===== config.mk =====
export PLATFORM = sky130hd
export DESIGN_NAME = spi_dirstrobe_master
export DESIGN_NICKNAME = d
export VERILOG_FILES = /design/src/rtl/spi_ds_pkg.sv /design/src/rtl/spi_ds_timer.sv /design/src/rtl/spi_ds_shifter.sv /design/src/rtl/spi_dirstrobe_master.sv
export SDC_FILE = /design/constraint.sdc
export NUM_CORES = 1
export LEC_CHECK = 0
export ABC_AREA = 1
export BUFFER_PORTS_ARGS = -buffer_cell sky130_fd_sc_hd__buf_2
export CORE_UTILIZATION = 55
export CTS_CLUSTER_SIZE = 14
export DETAILED_ROUTE_END_ITERATION = 12
export GPL_ROUTABILITY_DRIVEN = 0
export MAX_ROUTING_LAYER = met4
export PLACE_DENSITY = 0.79
export SYNTH_ARGS = -nofsm -noshare
export SYNTH_HDL_FRONTEND = slang
export SYNTH_SLANG_ARGS = --single-unit

===== constraint.sdc =====
create_clock -name clk -period 2.25 [get_ports clk]
set_input_delay 0.45 -clock clk [delete_from_list [all_inputs] [get_ports clk]]
set_output_delay 0.45 -clock clk [all_outputs]
set_load 0.01 [all_outputs]

===== src/rtl/spi_ds_pkg.sv =====
package spi_ds_pkg;

    localparam int BYTE_W = 8;
    localparam int BIT_IDX_W = $clog2(BYTE_W);

    typedef enum logic [2:0] {
        ST_IDLE,
        ST_SETUP,
        ST_HOLD,
        ST_LOW,
        ST_HIGH,
        ST_GAP,
        ST_TAIL
    } ds_state_e;

    typedef struct packed {
        logic                 wr;
        logic [BIT_IDX_W-1:0] bit_idx;
    } ds_ctl_t;

    function automatic int max_int(input int a, input int b);
        return (a > b) ? a : b;
    endfunction

endpackage


===== src/rtl/spi_ds_timer.sv =====
module spi_ds_timer #(
    parameter int W = 4
) (
    input  logic         clk,
    input  logic         rst,
    input  logic         restart,
    input  logic [W-1:0] period,
    output logic         fire
);
    logic [W-1:0] cnt;

    always_ff @(posedge clk) begin
        if (rst) begin
            cnt <= '0;
        end else if (restart) begin
            cnt <= period - W'(1);
        end else if (cnt != '0) begin
            cnt <= cnt - W'(1);
        end
    end

    assign fire = (cnt == '0);
endmodule


===== src/rtl/spi_ds_shifter.sv =====
module spi_ds_shifter
    import spi_ds_pkg::*;
(
    input  logic              clk,
    input  logic              rst,
    input  logic              load,
    input  logic [BYTE_W-1:0] load_val,
    input  logic              tx_adv,
    input  logic              rx_en,
    input  logic              rx_bit,
    output logic              tx_next,
    output logic [BYTE_W-1:0] rx_byte
);
    logic [BYTE_W-1:0] tx_q;

    always_ff @(posedge clk) begin
        if (rst) begin
            tx_q <= '0;
        end else if (load) begin
            tx_q <= load_val;
        end else if (tx_adv) begin
            tx_q <= {tx_q[BYTE_W-2:0], 1'b0};
        end
    end

    always_ff @(posedge clk) begin
        if (rst) begin
            rx_byte <= '0;
        end else if (rx_en) begin
            rx_byte <= {rx_byte[BYTE_W-2:0], rx_bit};
        end
    end

    // bit that follows the one currently on the line
    assign tx_next = tx_q[BYTE_W-2];
endmodule


===== src/rtl/spi_dirstrobe_master.sv =====
module spi_dirstrobe_master
    import spi_ds_pkg::*;
#(
    parameter int DIV_W       = 4,
    parameter int LEN_W       = 4,
    parameter int HOLD_CYCLES = 5
) (
    input  logic              clk,
    input  logic              rst,
    input  logic              req_valid,
    input  logic              req_write,
    input  logic [LEN_W-1:0]  req_len,
    input  logic [DIV_W-1:0]  req_div,
    output logic              req_ready,
    input  logic [BYTE_W-1:0] wr_data,
    output logic              wr_take,
    output logic [BYTE_W-1:0] rd_data,
    output logic              rd_valid,
    output logic              done,
    output logic              sclk,
    output logic              mosi,
    input  logic              miso,
    output logic              cs_n
);
    localparam int HOLD_W = $clog2(HOLD_CYCLES + 1);
    localparam int TMR_W  = max_int(DIV_W, HOLD_W);

    ds_state_e         state;
    ds_ctl_t           ctl;
    logic [LEN_W-1:0]  left_q;
    logic [DIV_W-1:0]  div_q;
    logic [DIV_W-1:0]  div_in;
    logic [TMR_W-1:0]  period;
    logic              fire;
    logic              restart;
    logic              accept;
    logic              load_byte;
    logic              tx_adv;
    logic              rx_en;
    logic              tx_next;
    logic              last_bit;

    assign req_ready = (state == ST_IDLE);
    assign accept    = req_ready && req_valid;
    assign div_in    = (req_div == '0) ? DIV_W'(1) : req_div;
    assign last_bit  = (ctl.bit_idx == BIT_IDX_W'(BYTE_W - 1));

    // every state change restarts the phase timer
    assign restart   = accept || ((state != ST_IDLE) && fire);
    assign load_byte = fire && ((state == ST_HOLD) || (state == ST_GAP));
    assign wr_take   = load_byte && ctl.wr;
    assign rx_en     = fire && (state == ST_LOW);
    assign tx_adv    = fire && (state == ST_HIGH) && !last_bit;

    always_comb begin
        unique case (state)
            ST_IDLE:  period = TMR_W'(div_in);
            ST_SETUP: period = TMR_W'(HOLD_CYCLES);
            default:  period = TMR_W'(div_q);
        endcase
    end

    spi_ds_timer #(.W(TMR_W)) u_timer (
        .clk     (clk),
        .rst     (rst),
        .restart (restart),
        .period  (period),
        .fire    (fire)
    );

    spi_ds_shifter u_shift (
        .clk      (clk),
        .rst      (rst),
        .load     (load_byte),
        .load_val (ctl.wr ? wr_data : '0),
        .tx_adv   (tx_adv),
        .rx_en    (rx_en),
        .rx_bit   (miso),
        .tx_next  (tx_next),
        .rx_byte  (rd_data)
    );

    always_ff @(posedge clk) begin
        if (rst) begin
            state    <= ST_IDLE;
            ctl      <= '0;
            left_q   <= '0;
            div_q    <= DIV_W'(1);
            cs_n     <= 1'b1;
            sclk     <= 1'b0;
            mosi     <= 1'b0;
            rd_valid <= 1'b0;
            done     <= 1'b0;
        end else begin
            rd_valid <= 1'b0;
            done     <= 1'b0;
            unique case (state)
                ST_IDLE: begin
                    if (req_valid) begin
                        ctl.wr <= req_write;
                        left_q <= req_len;
                        div_q  <= div_in;
                        mosi   <= req_write;
                        state  <= ST_SETUP;
                    end
                end
                ST_SETUP: begin
                    if (fire) begin
                        cs_n  <= 1'b0;
                        state <= ST_HOLD;
                    end
                end
                ST_HOLD, ST_GAP: begin
                    if (fire) begin
                        mosi        <= ctl.wr & wr_data[BYTE_W-1];
                        ctl.bit_idx <= '0;
                        state       <= ST_LOW;
                    end
                end
                ST_LOW: begin
                    if (fire) begin
                        sclk  <= 1'b1;
                        state <= ST_HIGH;
                    end
                end
                ST_HIGH: begin
                    if (fire) begin
                        sclk <= 1'b0;
                        if (!last_bit) begin
                            ctl.bit_idx <= ctl.bit_idx + BIT_IDX_W'(1);
                            mosi        <= ctl.wr & tx_next;
                            state       <= ST_LOW;
                        end else begin
                            rd_valid <= !ctl.wr;
                            if (left_q != '0) begin
                                left_q <= left_q - LEN_W'(1);
                                state  <= ST_GAP;
                            end else begin
                                state <= ST_TAIL;
                            end
                        end
                    end
                end
                ST_TAIL: begin
                    if (fire) begin
                        cs_n  <= 1'b1;
                        done  <= 1'b1;
                        state <= ST_IDLE;
                    end
                end
                default: state <= ST_IDLE;
            endcase
        end
    end
endmodule


* Word-level counts from Yosys, hierarchy flattened *
Cells that the tools add are included.

word-level totals
  word-level logic and storage cells = 107
  memories kept = 0
  register bits after elaboration = 39
  bits in latches = 0
  input bits = 21
  bits in read-only memories = 0
  output and inout port bits = 15
  RAM bits = 0

operators by class
  mux-type cells = 34
  reductions and logical operators = 34
  add/sub/neg operators = 4
  multipliers = 0
  bitwise logic cells = 6
  magnitude comparators = 0
  div/mod/pow operators = 0
  equal/unequal tests = 16
  shift-type cells = 0

operator list
  kind                                                                   number
  4-bit two-way mux                                                      7
  3-bit two-way mux                                                      9
  7-bit two-way mux                                                      3
  3-bit one-hot mux with 6 select lines                                  1
  2-bit != test, second input constant                                   8
  4-bit one-hot mux with 2 select lines                                  2
  3-bit equality test, second input constant                             4
  2-bit nonzero test                                                     6
  4-bit by 1-bit subtractor with 4-bit output, second input constant     3
  5-bit AND reduction                                                    2
  4-bit zero test                                                        2
  4-bit nonzero test                                                     2
  1-bit logical AND                                                      7
  1-bit two-way mux                                                      7
  3-bit by 2-bit equality test with 1-bit output, second input constant  2
  3-bit one-hot mux with 2 select lines                                  1
  3-bit AND reduction                                                    2
  6-bit AND reduction                                                    1
  3-bit nonzero test                                                     2
  1-bit NOT                                                              4
  1-bit one-hot mux with 2 select lines                                  2
  4-bit AND reduction                                                    1
  2-bit OR reduction                                                     2
  4-bit OR reduction                                                     1
  other kinds (10)                                                       13

* Logic depth before layout (Yosys ltp) *
  depth after elaboration = 5
  depth in mapped cells = 11
  mapped depth without buffers = 11

* By module *
Synthesis repeated with hierarchy kept, for this count alone.

unflattened totals
  cell total of the unflattened synthesis = 335
  area, all modules = 2188.3 sq um

modules (own cells, without submodules)
  module                times used  cells each  seq. area each (sq um)  area an instance (sq um)
  spi_dirstrobe_master  1           200         400.4                   1281.2
  spi_ds_shifter        1           86          300.3                   606.8
  spi_ds_timer          1           49          80.1                    300.3

* Least setup slack after synthesis *
No wires, ideal clock.

  kind = register to register
  from = reg state[1]
  to = reg u_timer.cnt[2]
  path buffers = 0
  setup time = 0.071 ns
  period minus slack after synthesis = 1.585 ns
  arrival time = 1.514 ns
  data required time = 2.179 ns
  stages on the path, launching flop included = 10
  setup slack = 0.665 ns
  cells stage by stage = dfxtp_1 -> nor2_4 -> nand3_2 -> nand2_4 -> inv_2 -> nor2_2 -> nor2_2 -> ha_1 -> or2_0 -> a21oi_1

on the way
  cells in the longest elaborated chain, start to end = 4
  elaborated cells on any way between the ends = 10
  classes of those cells = add/sub: 1; eq/ne: 1; mux: 2; reduce/logical: 6

ends and longest elaborated chain
  what                                                                             RTL line                                        source
  start, declared                                                                  spi_dirstrobe_master.sv:28                      ds_state_e state;
  start signal, assigned                                                           spi_dirstrobe_master.sv:85                      state <= ST_IDLE;
  start signal, assigned                                                           spi_dirstrobe_master.sv:104                     state <= ST_SETUP;
  start signal, assigned                                                           spi_dirstrobe_master.sv:110                     state <= ST_HOLD;
  3-bit by 1-bit equality test with 1-bit output (tied with other cells)           spi_dirstrobe_master.sv:56                      unique case (state)
  4-bit one-hot mux with 2 select lines (tied with other cells)                    spi_dirstrobe_master.sv:56
  4-bit by 1-bit subtractor with 4-bit output or 1-bit logical OR (tied branches)  spi_ds_timer.sv:16, spi_dirstrobe_master.sv:49
  4-bit two-way mux or 2-bit nonzero test (tied branches)                          -
  end signal, assigned                                                             spi_ds_timer.sv:16                              cnt <= period - W'(1);
  end signal, assigned                                                             spi_ds_timer.sv:18                              cnt <= cnt - W'(1);
  end, declared                                                                    spi_ds_timer.sv:10                              logic [W-1:0] cnt;

Parallel ways exist; a longest one is shown, timed or not.
A chain may end at the register's enable or synchronous reset.

* Worst setup path after layout *
  from = reg state[2]
  to = out wr_take

on the way
  cells in the longest elaborated chain, start to end = 4
  elaborated cells on any way between the ends = 5
  classes of those cells = eq/ne: 2; reduce/logical: 3

ends and longest elaborated chain
  what                                                                                   RTL line                    source
  3-bit by 2-bit equality test with 1-bit output or 3-bit equality test (tied branches)  spi_dirstrobe_master.sv:50  assign load_byte = fire && ((state == ST_HOLD) || (state == ST_GAP));
  1-bit logical OR *                                                                     spi_dirstrobe_master.sv:50
  1-bit logical AND *                                                                    spi_dirstrobe_master.sv:50
  1-bit logical AND *                                                                    spi_dirstrobe_master.sv:51  assign wr_take = load_byte && ctl.wr;
  end, declared                                                                          spi_dirstrobe_master.sv:16  output logic wr_take,

Mark *: on every way between the ends. The rest lies on a longest branch, timed or not.

==> impl_metrics.ini <==
[setup_path]
critPathKind = reg -> out
crit_path_end_kind = output port
critPathRequiredTime_ps = 1800
critPathMaxFanout = 8
start_kind = flip-flop
crit_arrival_ps = 1610

[cts]
clockBufferDepth = 2
cts_root_buf = clkbuf_4
numCtsBuffers = 5
cts_tree = built
cts_sinks = 39
htree_levels = 2
worstSkewPairLatency_ps = 350
cts.clk_slew.worst_paths_ps = 120

[synthesis]
yosysWarnings = 0
ys_ff_latch = 39
syn_inst = 272
synthTopCellsByArea = dfxtp_1 (40%), nand2_1 (10%), o21ai_0 (9.0%), nor2_1 (6.7%), a21oi_1 (5.9%)
synth_top_cell_by_area = dfxtp_1
syn-num-nets = 298
syn_avg_cell_area_um2 = 7.17
yosys.area.top_type_share_pct = 40.0
ys_seq_area_share_pct = 40.0
ys_types = 34
syn_area_um2 = 1950

[layout]
syn_to_final_growth_pct = 15.8
nNetsFinal = 337
layout_common_cells = nand2_1 (53), dfxtp_1 (38), nor2_1 (35), o21ai_0 (35), buf_2 (35)
design_area_um2 = 2260
antenna_cells = 0
final_layout_size_suffix_gt1_share_pct = 24.7
final_common_cell = nand2_1
n_fill_cell = 343

[power]
ir_drop_mv = 0.623
p_leak_nw = 1.09
p_per_area_nw_per_um2 = 1240

[global_routing]
overflow = 0
antenna_found_initial = 0
grt_max_degree = 22
first_global_vias = 1575
grt_pass1_wl_mm = 6.57
gr-usage-all-layers_pct = 24.5

[floorplanning]
die_x_um = 61.6
dieArea_um2 = 3790
die_y_um = 61.6
num_rows = 21
core-area_um2 = 3360
initial_utilization_pct = 58.0
num_io_pins = 36

[placed_design]
post_dp_cell_area_um2 = 2170
portBuffers = 35
dpl.hpwl_mm = 3.01

[routing]
wirelength_mm = 4.10
drt-initial-drc-count = 100
vias = 1852
via_per_inst = 5.17
drcViolationCount = 0
wl_per_cell_um = 11.5
final_antenna_net_count = 0
first_pass_iters = 5

[sta]
finalSetupViolCount = 0
relSlewSlack_pct = 64.8
fin_crit_sh_pct = 91.6
hold_viol = 0
fmax_ghz = 0.485
skew_ps = 11.2
drv_slew = 0
rsz0062_at_grt = no
finalSetupTns_ps = 0
worstMarginPinSlew_ps = 523
period_minus_slack_ps = 2060

[run]
max_cap_violations = 0

[status]
status = finished, final reports clean

[worst_hold_path]
worstHoldPathType = in -> reg
routing by layer:
| layer | vias up | global-route usage [%] | part of all wire (%) |
|---|---|---|---|
| met5 | - | - | 0 |
| met4 | 0 | 7.62 | 1.5 |
| met3 | 7 | 6.51 | 3.9 |
| met2 | 37 | 41.9 | 49 |
| met1 | 837 | 27.9 | 46 |
| li1 | 971 | - | - |
stage by stage:
stage	hold slack (ps)	setup slack, ps	power, W	instances	utilization (%)
floorplan	427	665	0.00204	272	-
global placement	446	478	0.00229	350	64.7
detailed placement	454	401	0.00232	350	64.7
CTS	305	103	0.00280	358	67.1
global route	313	52.1	0.00304	358	67.2
finish	326	188	0.00279	358	67.2
flip-flops by register name, summed over array words and instances, names as in the netlist, 3 cells and up:
name	count
u_timer.cnt	4
state	3
ctl	4
div_q	4
u_shift.rx_byte	8
u_shift.tx_q	7
left_q	4
Yosys cell counts:
master,count
a211o_1,1
dfxtp_1,39
xnor2_1,1
nand3_2,1
ha_1,5
a21oi_1,23
clkinv_1,1
o21ai_4,1
nand4_1,1
nand2_1,54
o22ai_1,1
or2_2,1
inv_4,1
buf_4,1
buf_2,1
or2_0,1
a31oi_1,2
nand3_1,9
o21a_1,2
nor2_1,35
a211oi_1,2
nor3_1,1
nand2_4,5
nor4_1,2
o21ai_0,35
nor2_4,4
o21ai_1,2
inv_1,21
o21ai_2,1
clkbuf_1,2
nor2_2,5
nand2_2,3
buf_1,1
inv_2,7
layout make-up:
class	count	area (um2)	share of cell area, %
sequential	39	782	34.6
inverter	30	115	5.09
clock inverter	3	43.8	1.94
tap	46	57.6	2.55
multi-input combinational	198	1030	45.7
timing repair buffer	37	190	8.42
clock buffer	5	37.5	1.66
power breakdown:
group | internal (W) | switching [W] | leakage [nW]
sequential | 0.000873 | 0.000119 | 0.319
clock | 0.000234 | 0.000237 | 0.0452
combinational | 0.000470 | 0.000862 | 0.728
critical path, stage by stage, from the launching register on:
cell and delay (ps):
dfxtp_1 470, inv_2 120, nand2_1 120, nand2_1 80, nor2_2 120, nand2_1 80, inv_2 130, buf_2 150
logic make-up after synthesis:
logic type | synth area share [%]
AOI/OAI and AO/OA | 19.6
xor gates and xnor gates | 0.449
adders and majority gates | 3.21
buffers and inverters | 7.12
DFF | 40.0
and+or+nand+nor | 29.6
final timing paths:
check                start                  to  slack, ps  cells past startpoint
setup / recovery  state[2]             wr_take        190                      7
hold / removal        miso  u_shift.rx_byte[0]        330                      3
setup reg to reg  state[1]      u_timer.cnt[2]        490                      9
hold reg to reg   div_q[3]            div_q[3]        470                      2
repair_timing:
action                                  4_1_cts  5_1_grt
buffers inserted                              0        0
endpoints found under the setup margin        1        1
hold buffers                                  0        0
resized for setup                             1        2
(Power assumes the default switching activity.)
